<file path="src/rtl/bank_pkg.sv">
package bank_pkg;

    localparam int XLEN     = 32;
    localparam int AIDX_W   = 4;
    localparam int MODE_W   = 5;
    localparam int NUM_ARCH = 1 << AIDX_W;
    localparam int NUM_PHYS = 31;
    localparam int PIDX_W   = $clog2(NUM_PHYS);

    typedef logic [AIDX_W-1:0] aidx_t;
    typedef logic [PIDX_W-1:0] pidx_t;
    typedef logic [MODE_W-1:0] mode_t;

    localparam mode_t MODE_USR = 5'b10000;
    localparam mode_t MODE_FIQ = 5'b10001;
    localparam mode_t MODE_IRQ = 5'b10010;
    localparam mode_t MODE_SVC = 5'b10011;
    localparam mode_t MODE_ABT = 5'b10111;
    localparam mode_t MODE_UND = 5'b11011;
    localparam mode_t MODE_SYS = 5'b11111;

    typedef enum logic [2:0] {
        BANK_USR,
        BANK_FIQ,
        BANK_IRQ,
        BANK_SVC,
        BANK_ABT,
        BANK_UND
    } bank_e;

    // Banked index windows
    localparam int FIQ_LO  = 8;
    localparam int FIQ_HI  = 14;
    localparam int PAIR_LO = 13;
    localparam int PAIR_HI = 14;
    localparam int FIQ_CNT  = FIQ_HI - FIQ_LO + 1;
    localparam int PAIR_CNT = PAIR_HI - PAIR_LO + 1;

    // Physical layout: user copies first, then the fast interrupt
    // window, then one pair per remaining exception mode.
    localparam int FIQ_BASE = NUM_ARCH;
    localparam int IRQ_BASE = FIQ_BASE + FIQ_CNT;
    localparam int SVC_BASE = IRQ_BASE + PAIR_CNT;
    localparam int ABT_BASE = SVC_BASE + PAIR_CNT;
    localparam int UND_BASE = ABT_BASE + PAIR_CNT;

    localparam int PC_IDX = NUM_ARCH - 1;

endpackage

</file>
<file path="src/rtl/bank_decode.sv">
module bank_decode
    import bank_pkg::*;
(
    input  logic  clk,
    input  logic  rst_n,
    input  mode_t mode_i,
    input  logic  force_user_i,
    output bank_e bank_o
);

    bank_e bank_by_mode;

    always_comb begin
        unique case (mode_i)
            MODE_FIQ: bank_by_mode = BANK_FIQ;
            MODE_IRQ: bank_by_mode = BANK_IRQ;
            MODE_SVC: bank_by_mode = BANK_SVC;
            MODE_ABT: bank_by_mode = BANK_ABT;
            MODE_UND: bank_by_mode = BANK_UND;
            default:  bank_by_mode = BANK_USR;
        endcase
    end

    always_comb begin
        bank_o = force_user_i ? BANK_USR : bank_by_mode;
    end

    p_force_user_r5: assert property (@(posedge clk) disable iff (!rst_n)
        force_user_i |-> bank_o == BANK_USR);

    p_sys_user_r2: assert property (@(posedge clk) disable iff (!rst_n)
        (mode_i == MODE_SYS) |-> bank_o == BANK_USR);

endmodule

</file>
<file path="src/rtl/phys_map.sv">
module phys_map
    import bank_pkg::*;
(
    input  logic  clk,
    input  logic  rst_n,
    input  aidx_t arch_i,
    input  bank_e bank_i,
    output pidx_t phys_o
);

    logic  in_fiq_win;
    logic  in_pair_win;
    pidx_t pair_base;
    pidx_t arch_ext;

    assign arch_ext = pidx_t'(arch_i);

    always_comb begin
        in_fiq_win  = (int'(arch_i) >= FIQ_LO)  && (int'(arch_i) <= FIQ_HI);
        in_pair_win = (int'(arch_i) >= PAIR_LO) && (int'(arch_i) <= PAIR_HI);
    end

    always_comb begin
        unique case (bank_i)
            BANK_IRQ: pair_base = pidx_t'(IRQ_BASE);
            BANK_SVC: pair_base = pidx_t'(SVC_BASE);
            BANK_ABT: pair_base = pidx_t'(ABT_BASE);
            BANK_UND: pair_base = pidx_t'(UND_BASE);
            default:  pair_base = '0;
        endcase
    end

    always_comb begin
        phys_o = arch_ext;
        if (bank_i == BANK_FIQ) begin
            if (in_fiq_win)
                phys_o = pidx_t'(FIQ_BASE) + arch_ext - pidx_t'(FIQ_LO);
        end else if (bank_i != BANK_USR) begin
            if (in_pair_win)
                phys_o = pair_base + arch_ext - pidx_t'(PAIR_LO);
        end
    end

    p_pc_shared_r9: assert property (@(posedge clk) disable iff (!rst_n)
        (int'(arch_i) == PC_IDX) |-> (int'(phys_o) == PC_IDX));

    p_low_shared_r3: assert property (@(posedge clk) disable iff (!rst_n)
        (int'(arch_i) < FIQ_LO) |-> (phys_o == arch_ext));

    p_pair_shared_r4: assert property (@(posedge clk) disable iff (!rst_n)
        (bank_i != BANK_FIQ && int'(arch_i) < PAIR_LO) |-> (phys_o == arch_ext));

    p_user_identity_r2: assert property (@(posedge clk) disable iff (!rst_n)
        (bank_i == BANK_USR) |-> (phys_o == arch_ext));

    p_phys_range_r3: assert property (@(posedge clk) disable iff (!rst_n)
        int'(phys_o) < NUM_PHYS);

endmodule

</file>
<file path="src/rtl/reg_store.sv">
module reg_store
    import bank_pkg::*;
#(
    parameter int DATA_W = XLEN,
    parameter int DEPTH  = NUM_PHYS,
    parameter int NRD    = 2
) (
    input  logic              clk,
    input  logic              rst_n,
    input  logic              wr_en_i,
    input  pidx_t             wr_phys_i,
    input  logic [DATA_W-1:0] wr_data_i,
    input  pidx_t             rd_phys_i [NRD],
    output logic [DATA_W-1:0] rd_data_o [NRD]
);

    logic [DATA_W-1:0] cells [DEPTH];

    always_ff @(posedge clk or negedge rst_n) begin
        if (!rst_n) begin
            for (int i = 0; i < DEPTH; i++)
                cells[i] <= '0;
        end else if (wr_en_i) begin
            cells[wr_phys_i] <= wr_data_i;
        end
    end

    for (genvar p = 0; p < NRD; p++) begin : g_rd
        always_comb begin
            rd_data_o[p] = cells[rd_phys_i[p]];
        end
    end

endmodule

</file>
<file path="src/rtl/banked_regfile.sv">
module banked_regfile
    import bank_pkg::*;
#(
    parameter int DATA_W = XLEN
) (
    input  logic              clk,
    input  logic              rst_n,
    input  logic [4:0]        mode_i,
    input  logic              force_user_i,
    input  logic [3:0]        rd_a_idx_i,
    output logic [DATA_W-1:0] rd_a_data_o,
    input  logic [3:0]        rd_b_idx_i,
    output logic [DATA_W-1:0] rd_b_data_o,
    input  logic              wr_en_i,
    input  logic [3:0]        wr_idx_i,
    input  logic [DATA_W-1:0] wr_data_i
);

    localparam int NRD   = 2;
    localparam int NPORT = NRD + 1;
    localparam int WR_P  = NRD;

    bank_e             bank;
    aidx_t             port_arch [NPORT];
    pidx_t             port_phys [NPORT];
    pidx_t             rd_phys   [NRD];
    logic [DATA_W-1:0] rd_data   [NRD];
    logic              past_ok;

    assign port_arch[0]    = rd_a_idx_i;
    assign port_arch[1]    = rd_b_idx_i;
    assign port_arch[WR_P] = wr_idx_i;

    bank_decode u_decode (
        .clk          (clk),
        .rst_n        (rst_n),
        .mode_i       (mode_i),
        .force_user_i (force_user_i),
        .bank_o       (bank)
    );

    for (genvar p = 0; p < NPORT; p++) begin : g_map
        phys_map u_map (
            .clk    (clk),
            .rst_n  (rst_n),
            .arch_i (port_arch[p]),
            .bank_i (bank),
            .phys_o (port_phys[p])
        );
    end

    for (genvar p = 0; p < NRD; p++) begin : g_rdsel
        assign rd_phys[p] = port_phys[p];
    end

    reg_store #(
        .DATA_W (DATA_W),
        .DEPTH  (NUM_PHYS),
        .NRD    (NRD)
    ) u_store (
        .clk       (clk),
        .rst_n     (rst_n),
        .wr_en_i   (wr_en_i),
        .wr_phys_i (port_phys[WR_P]),
        .wr_data_i (wr_data_i),
        .rd_phys_i (rd_phys),
        .rd_data_o (rd_data)
    );

    assign rd_a_data_o = rd_data[0];
    assign rd_b_data_o = rd_data[1];

    // Marks that one full cycle out of reset has been sampled.
    always_ff @(posedge clk or negedge rst_n) begin
        if (!rst_n) past_ok <= 1'b0;
        else        past_ok <= 1'b1;
    end

    p_write_visible_r6: assert property (@(posedge clk) disable iff (!rst_n)
        (past_ok && $past(wr_en_i) && rd_phys[0] == $past(port_phys[WR_P]))
        |-> rd_a_data_o == $past(wr_data_i));

    p_hold_idle_r7: assert property (@(posedge clk) disable iff (!rst_n)
        (past_ok && !$past(wr_en_i) && rd_phys[0] == $past(rd_phys[0]))
        |-> rd_a_data_o == $past(rd_a_data_o));

    p_ports_agree_r8: assert property (@(posedge clk) disable iff (!rst_n)
        (rd_phys[0] == rd_phys[1]) |-> rd_a_data_o == rd_b_data_o);

endmodule

</file>
<file path="config.mk">
export PLATFORM = sky130hd
export DESIGN_NAME = banked_regfile
export DESIGN_NICKNAME = d
export VERILOG_FILES = /design/src/rtl/bank_pkg.sv /design/src/rtl/bank_decode.sv /design/src/rtl/phys_map.sv /design/src/rtl/reg_store.sv /design/src/rtl/banked_regfile.sv
export SDC_FILE = /design/constraint.sdc
export NUM_CORES = 2
export LEC_CHECK = 0
export BUFFER_PORTS_ARGS = -buffer_cell sky130_fd_sc_hd__clkbuf_2
export CORE_MARGIN = 2
export CORE_UTILIZATION = 30
export CTS_BUF_LIST = sky130_fd_sc_hd__clkbuf_4 sky130_fd_sc_hd__clkbuf_8
export DETAILED_ROUTE_END_ITERATION = 7
export HOLD_SLACK_MARGIN = 0.02
export SETUP_SLACK_MARGIN = 0.05
export SLEW_MARGIN = 20
export SYNTH_ARGS = -nofsm -noshare
export SYNTH_HDL_FRONTEND = slang
export SYNTH_SLANG_ARGS = --single-unit
</file>
<file path="constraint.sdc">
create_clock -name clk -period 5.6 [get_ports clk]
set_input_delay 0 -clock clk [delete_from_list [all_inputs] [get_ports clk]]
set_output_delay 0 -clock clk [all_outputs]
set_load 0.01 [all_outputs]
</file>
Yosys cells after proc, flatten, opt, wreduce, memory -nomap -nowiden
Cells that the tools add are included.

operators by class
  bitwise gates (word level) = 3
  order comparisons = 13
  multiplexer cells = 24
  reductions and logical operators = 8
  eq/ne operators = 10
  add/subtract/negate cells = 12

operators by type and width
  kind                                                                    number
  992-bit bitwise mux                                                     1
  32-bit binary-select mux with 5-bit select                              2
  32-bit demux with 5-bit select                                          1
  32-bit 2-to-1 mux                                                       5
  5-bit 2-to-1 mux                                                        12
  5-bit by 4-bit subtractor with 5-bit output (second input constant)     6
  5-bit equality test (second input constant)                             5
  4-bit greater-or-equal comparator (second input constant)               6
  5-bit one-hot mux with 4 select lines                                   1
  6-bit greater-or-equal comparator (second input constant)               3
  5-bit NOT with 6-bit output                                             3
  5-bit by 4-bit adder with 5-bit output                                  3
  5-bit by 4-bit adder with 5-bit output (first input constant)           3
  3-bit one-hot mux with 5 select lines                                   1
  4-bit less-or-equal comparator (second input constant)                  3
  1-bit logical AND                                                       7
  3-bit by 2-bit equality test with 1-bit output (second input constant)  2
  3-bit equality test (second input constant)                             2
  6-bit by 1-bit < comparator with 1-bit output (second input constant)   1
  3-bit by 1-bit equality test with 1-bit output (second input constant)  1
  3-bit 2-to-1 mux                                                        1
  3-bit nonzero test                                                      1

word-level totals
  input port bits = 53
  flip-flop bits (word level) = 992

Longest topological paths before layout
  depth in word-level cells = 16
  gate-level depth with buffers = 17
  gate-level depth less buffers = 14

Modules after synthesis
A second synthesis with hierarchy kept.

unflattened totals
  cells, all modules = 3781
  area, all modules = 54131.9 sq um

by module, submodules not included
  module       seq. area each (sq um)  cells each  area each (sq um)  instances
  reg_store    24823.8                 3642        53109.7            1
  phys_map     0.0                     44          316.6              3
  bank_decode  0.0                     7           72.6               1

Least setup slack after synthesis
No wires, ideal clock.

  path type = in2out
  start point = input mode_i[2]
  end point = output rd_b_data_o[20]
  stages = 14
  arrival time = 3.309 ns
  data required time = 5.600 ns
  path buffers = 3
  setup slack = 2.291 ns
  cells stage by stage = buf_4 -> xor2_1 -> or3_1 -> ha_1 -> inv_1 -> ha_1 -> fa_1 -> o31a_1 -> clkbuf_1 -> clkbuf_1 -> mux2_2 -> a221o_1 -> o211ai_1 -> o211ai_1

on the way
  cells in the longest elaborated chain, start to end = 14
  elaborated cells on any way between the ends = 23
  classes of those cells = add/sub (2); eq/ne (10); mux (9); bitwise (1); reduce/logical (1)

ends and longest elaborated chain
  item                                                                                          RTL line              source
  start, declared                                                                               banked_regfile.sv:8   input logic [4:0] mode_i,
  5-bit equality test                                                                           bank_decode.sv:14     unique case (mode_i)
  3-bit one-hot mux with 5 select lines (*)                                                     bank_decode.sv:14
  3-bit 2-to-1 mux (*)                                                                          bank_decode.sv:25     bank_o = force_user_i ? BANK_USR : bank_by_mode;
  3-bit equality test / 3-bit by 2-bit equality test with 1-bit output (equally long branches)  phys_map.sv:24        unique case (bank_i)
  5-bit one-hot mux with 4 select lines                                                         phys_map.sv:24
  5-bit by 4-bit adder with 5-bit output                                                        phys_map.sv:40        phys_o = pair_base + arch_ext - pidx_t'(PAIR_LO);
  5-bit by 4-bit subtractor with 5-bit output                                                   phys_map.sv:40
  5-bit 2-to-1 mux                                                                              phys_map.sv:39        if (in_pair_win)
  5-bit 2-to-1 mux                                                                              phys_map.sv:38        end else if (bank_i != BANK_USR) begin
  5-bit 2-to-1 mux (*)                                                                          phys_map.sv:35        if (bank_i == BANK_FIQ) begin
  5-bit NOT with 6-bit output (implied by the code) (*)                                         reg_store.sv:30       rd_data_o[p] = cells[rd_phys_i[p]];
  32-bit binary-select mux with 5-bit select (*)                                                reg_store.sv:30
  32-bit 2-to-1 mux (implied by the code) (*) (2 in a row)                                      reg_store.sv:30
  end, declared                                                                                 banked_regfile.sv:13  output logic [DATA_W-1:0] rd_b_data_o,

Every way passes the cells marked *; elsewhere a longest branch is shown, timed or not. The select of a mux whose other input is x is not followed.

Final worst setup path
  start point = input force_user_i
  end point = output rd_b_data_o[11]

on the way
  cells in the longest elaborated chain, start to end = 12
  elaborated cells on any way between the ends = 17
  classes of those cells = add/sub (2); eq/ne (5); mux (8); bitwise (1); reduce/logical (1)

ends and longest elaborated chain
  item                                                                                          RTL line             source
  start, declared                                                                               banked_regfile.sv:9  input logic force_user_i,
  3-bit 2-to-1 mux (*)                                                                          bank_decode.sv:25
  3-bit equality test / 3-bit by 2-bit equality test with 1-bit output (equally long branches)  phys_map.sv:24
  5-bit one-hot mux with 4 select lines                                                         phys_map.sv:24
  5-bit by 4-bit adder with 5-bit output                                                        phys_map.sv:40
  5-bit by 4-bit subtractor with 5-bit output                                                   phys_map.sv:40
  5-bit 2-to-1 mux                                                                              phys_map.sv:39
  5-bit 2-to-1 mux                                                                              phys_map.sv:38
  5-bit 2-to-1 mux (*)                                                                          phys_map.sv:35
  5-bit NOT with 6-bit output (implied by the code) (*)                                         reg_store.sv:30
  32-bit binary-select mux with 5-bit select (*)                                                reg_store.sv:30
  32-bit 2-to-1 mux (implied by the code) (*) (2 in a row)                                      reg_store.sv:30

Marks and branches as above.

==> impl_summary.txt <==
----------------------------------------------------
[Status]
  Outcome ... finished, final reports clean

[Setup path]
  Setup CP Type ... in2out
  Setup crit start kind ... input pin
  Master of the slowest instance on the critical path ... nor3_1
  Worst setup EP type ... primary output
  Required @ worst endpoint ... about 5.6 ns
  Arrival @ worst endpoint ... 4.75 ns
  Crit-path max FO ... 12
  Cell family with the largest share of critical-path delay ... simple AND/OR/NAND/NOR gates
  Count of buffer and inverter cells on the critical path ... 3
  Ordered cell list for the critical path ... clkbuf_2, nand3b_1, nor3_1, and2_1, ha_1, a21oi_1, a21oi_1, or4_1, nand2_1, nand2_2, buf_4, a211oi_1, o21ai_0, o211ai_1, clkbuf_2
  Largest stage delay on the critical path ... approximately 0.72 ns

[Synth]
  Number of cells produced by synthesis ... 5685
  Async set-or-reset flop fraction in the synthesized netlist ... 1.000
  Most numerous cell types in the synthesized netlist ... nand2_1 (1305), dfrtp_1 (992), mux2_2 (958)
  Post-synth EDFFs ... 0
  Most common cell in the netlist ... nand2_1
  Area share of the leading cell type in the synthesized netlist ... 0.4458
  Portion of the post-synthesis area used by sequential elements ... 0.4458
  Top cell type by total area after synthesis ... dfrtp_1
  Number of synthesized register bits ... 992
  Most frequently used flop master after synthesis ... dfrtp_1
  Synthesized area per cell ... 9.796 um2
  Top area cells in the synthesized netlist ... dfrtp_1 (45%), mux2_2 (19%), nand2_1 (8.8%)
  Distinct cell type count of the synthesized netlist ... 64
  Mapped cell area ... between 50000 and 60000 um2
  YS warnings ... 0
  Synth Net Count ... 5759

[Timing]
  Transition time at the pin with the least slew margin ... 1.198 ns
  Clock period minus final worst setup slack ... 4.751 ns
  Fin crit share ... 0.8484
  Setup WS post-layout ... 0.8490 ns
  Final worst clock skew ... 0 ns
  RSZ-0062 raised after global routing ... false
  Total Neg Setup Slack ... 0 ns
  Final setup violating endpoints ... 0
  Max-slew violations ... 0
  Number of hold violations in the final report ... 0
  Maximum clock frequency ... 210.5 MHz
  Remaining max-slew budget at the tightest pin ... 0.1844

[Route]
  Routed wirelength normalized by instance count ... approximately 27 um
  Number of remaining DRC errors ... 0
  Number of iterations in the first detailed-routing pass ... 6
  Routed via count ... 47.93k
  Post-route antenna net violation count ... 0
  Detailed-route wire length ... 217500 um
  Per-cell via count in the routed design ... 5.853
  Detailed router's first-iteration violation count ... 5749

[Placed design]
  Final weighted congestion in routability-driven placement ... roughly 0.93
  Worst slack at placement ... slightly below 1 ns
  DP HPWL ... 131200 um
  Total instance count after detailed placement ... 7866
  I/O Buffers ... 116
  Area after detailed placement ... a little under 60000 um2

[Finish]
  Share of the core filled with cells in the final layout ... 0.3396
  Most flop-heavy register ... u_store.cells
  Cell area after layout ... between 60000 and 70000 um2
  Fraction of layout instances using a drive strength above 1 ... 0.2780
  Filler Cell Count ... approximately 18k
  Max reg flops ... between 900 and 1k
  Number of cells in the finished layout apart from fillers ... 8189
  Registers with the highest flip-flop counts ... u_store.cells x992
  Area grow syn2layout ... 12.72%
  Fin nets ... about 5.7k

[CTS]
  Buffer depth of the longest clock path ... 3
  Total clock sinks ... between 900 and 1k
  Clock transition time at the flip-flop clock pins of the worst setup and hold paths ... around 0.070 ns
  Cell chosen for the clock root ... clkbuf_8
  Number of buffers created by CTS ... 159
  Post-CTS repair timing setup buffer count ... 0
  Number of levels in the clock H-tree ... 4
  Clk_lat worst skew ... 0.89 ns
  TritonCTS clock tree ... built

[Floorplan]
  Number of primary I/O pins ... 117
  Full die area ... 189100 um2
  Starting utilization of the core area ... 0.3013
  Die extent in x ... 434.8 um
  Height of the die ... 434.8 um
  Number of rows in the core area ... 158
  Floorplan Core Area ... 184800 um2

[Min path]
  Path class of the lowest-slack min-delay path ... in2reg

[GRT]
  Global-route wire length before repair ... 320000 um
  Number of global-route vias before repair ... 46.74k
  Global routing usage summed across all routing layers ... 0.2230
  Antenna violations before repair ... 15
  Remaining Overflow, GRT ... 0
  Pin count of the biggest net entering global routing ... 186

[Power]
  Cell area power density ... about 310 nW/um2
  Max IR drop VDD ... about 0.17 mV
  Static Leakage ... 27.56 nW

[Run]
  Max-cap violations ... 0

----------------------------------------------------
==> metrics by stage <==
stage | power (mW) | hold WS (ns)
2_1_floorplan | 11.08 | -0.2956
3_3_place_gp | 12.36 | 0.09283
3_5_place_dp | 12.48 | 0.09330
4_1_cts | 19.44 | 0.08193
5_1_grt | 20.20 | 0.1362
6_report | 19.44 | 0.1483
==> area by class of cell <==
cell class | instances | area [um2] | share of cell area
inverters | 17 | 63.81 | 0.001017
repair buffers | 306 | 2542 | 0.04050
flip-flops and latches | 992 | 24820 | 0.3955
diodes | 7 | 17.52 | 0.0002791
clock inverters | 16 | 147.6 | 0.002352
clock buffers | 262 | 3356 | 0.05346
well taps | 2480 | 3103 | 0.04943
multi-input cells | 4109 | 28720 | 0.4575
==> worst paths after layout <==
| path | startpoint | end | slack (ns) | cells past startpoint |
|---|---|---|---|---|
| min in group asynchronous | rst_n | u_store.cells[957] | 0.50 | 4 |
| min | wr_idx_i[0] | u_store.cells[184] | 0.15 | 5 |
| max | force_user_i | rd_b_data_o[11] | 0.85 | 15 |
| max reg2reg | u_store.cells[58] | u_store.cells[58] | 4.75 | 1 |
| max in group asynchronous | rst_n | u_store.cells[352] | 4.12 | 4 |
| min reg2reg | u_store.cells[956] | u_store.cells[956] | 0.51 | 1 |
==> what timing repair did <==
item / 4_1_cts / 5_1_grt
gates resized for setup: 0 / 0
setup endpoints to repair: 0 / 0
hold buffers: 38 / 0
endpoints found under the hold margin: 1910 / 0
==> kinds of logic after synthesis <==
group                      Yosys count  synth area share
xor gates and xnor gates            13          0.002045
AOI/OAI and AO/OA                 1049            0.1313
buffers and inverters              584           0.04471
adders and majority gates           21          0.005123
and+or+nand+nor                   1895            0.1452
DFF                                992            0.4458
muxes                             1131            0.2259
==> routing by layer <==
metal	part of all wire	up-vias	GRT usage
met5	0.00033	-	0
met4	0.074	12	0.1516
met3	0.083	711	0.04409
met2	0.46	2663	0.3542
met1	0.38	24330	0.2731
li1	-	20210	-
==> report_power, final <==
part / internal (mW) / total [mW] / leakage [nW] / switching, mW
Combinational: 1.52 / 3.63 / 12.7 / 2.11
Clock: 3.85 / 6.97 / 1.85 / 3.11
Sequential: 8.12 / 8.85 / 13.0 / 0.729
==> placed cells by master (no fill, tap or decap), types with 111 or more instances in the layout <==
| master | instances |
|---|---|
| a211oi_1 | 218 |
| dfrtp_1 | 992 |
| mux2_2 | 956 |
| mux2i_1 | 124 |
| nand2_1 | 1297 |
| buf_4 | 119 |
| and3_1 | 196 |
| a21oi_1 | 135 |
| clkbuf_8 | 222 |
| clkbuf_2 | 115 |
| nand3_1 | 196 |
| a31oi_1 | 170 |
| nor2_1 | 111 |
Power figures use the tool's default switching activity.
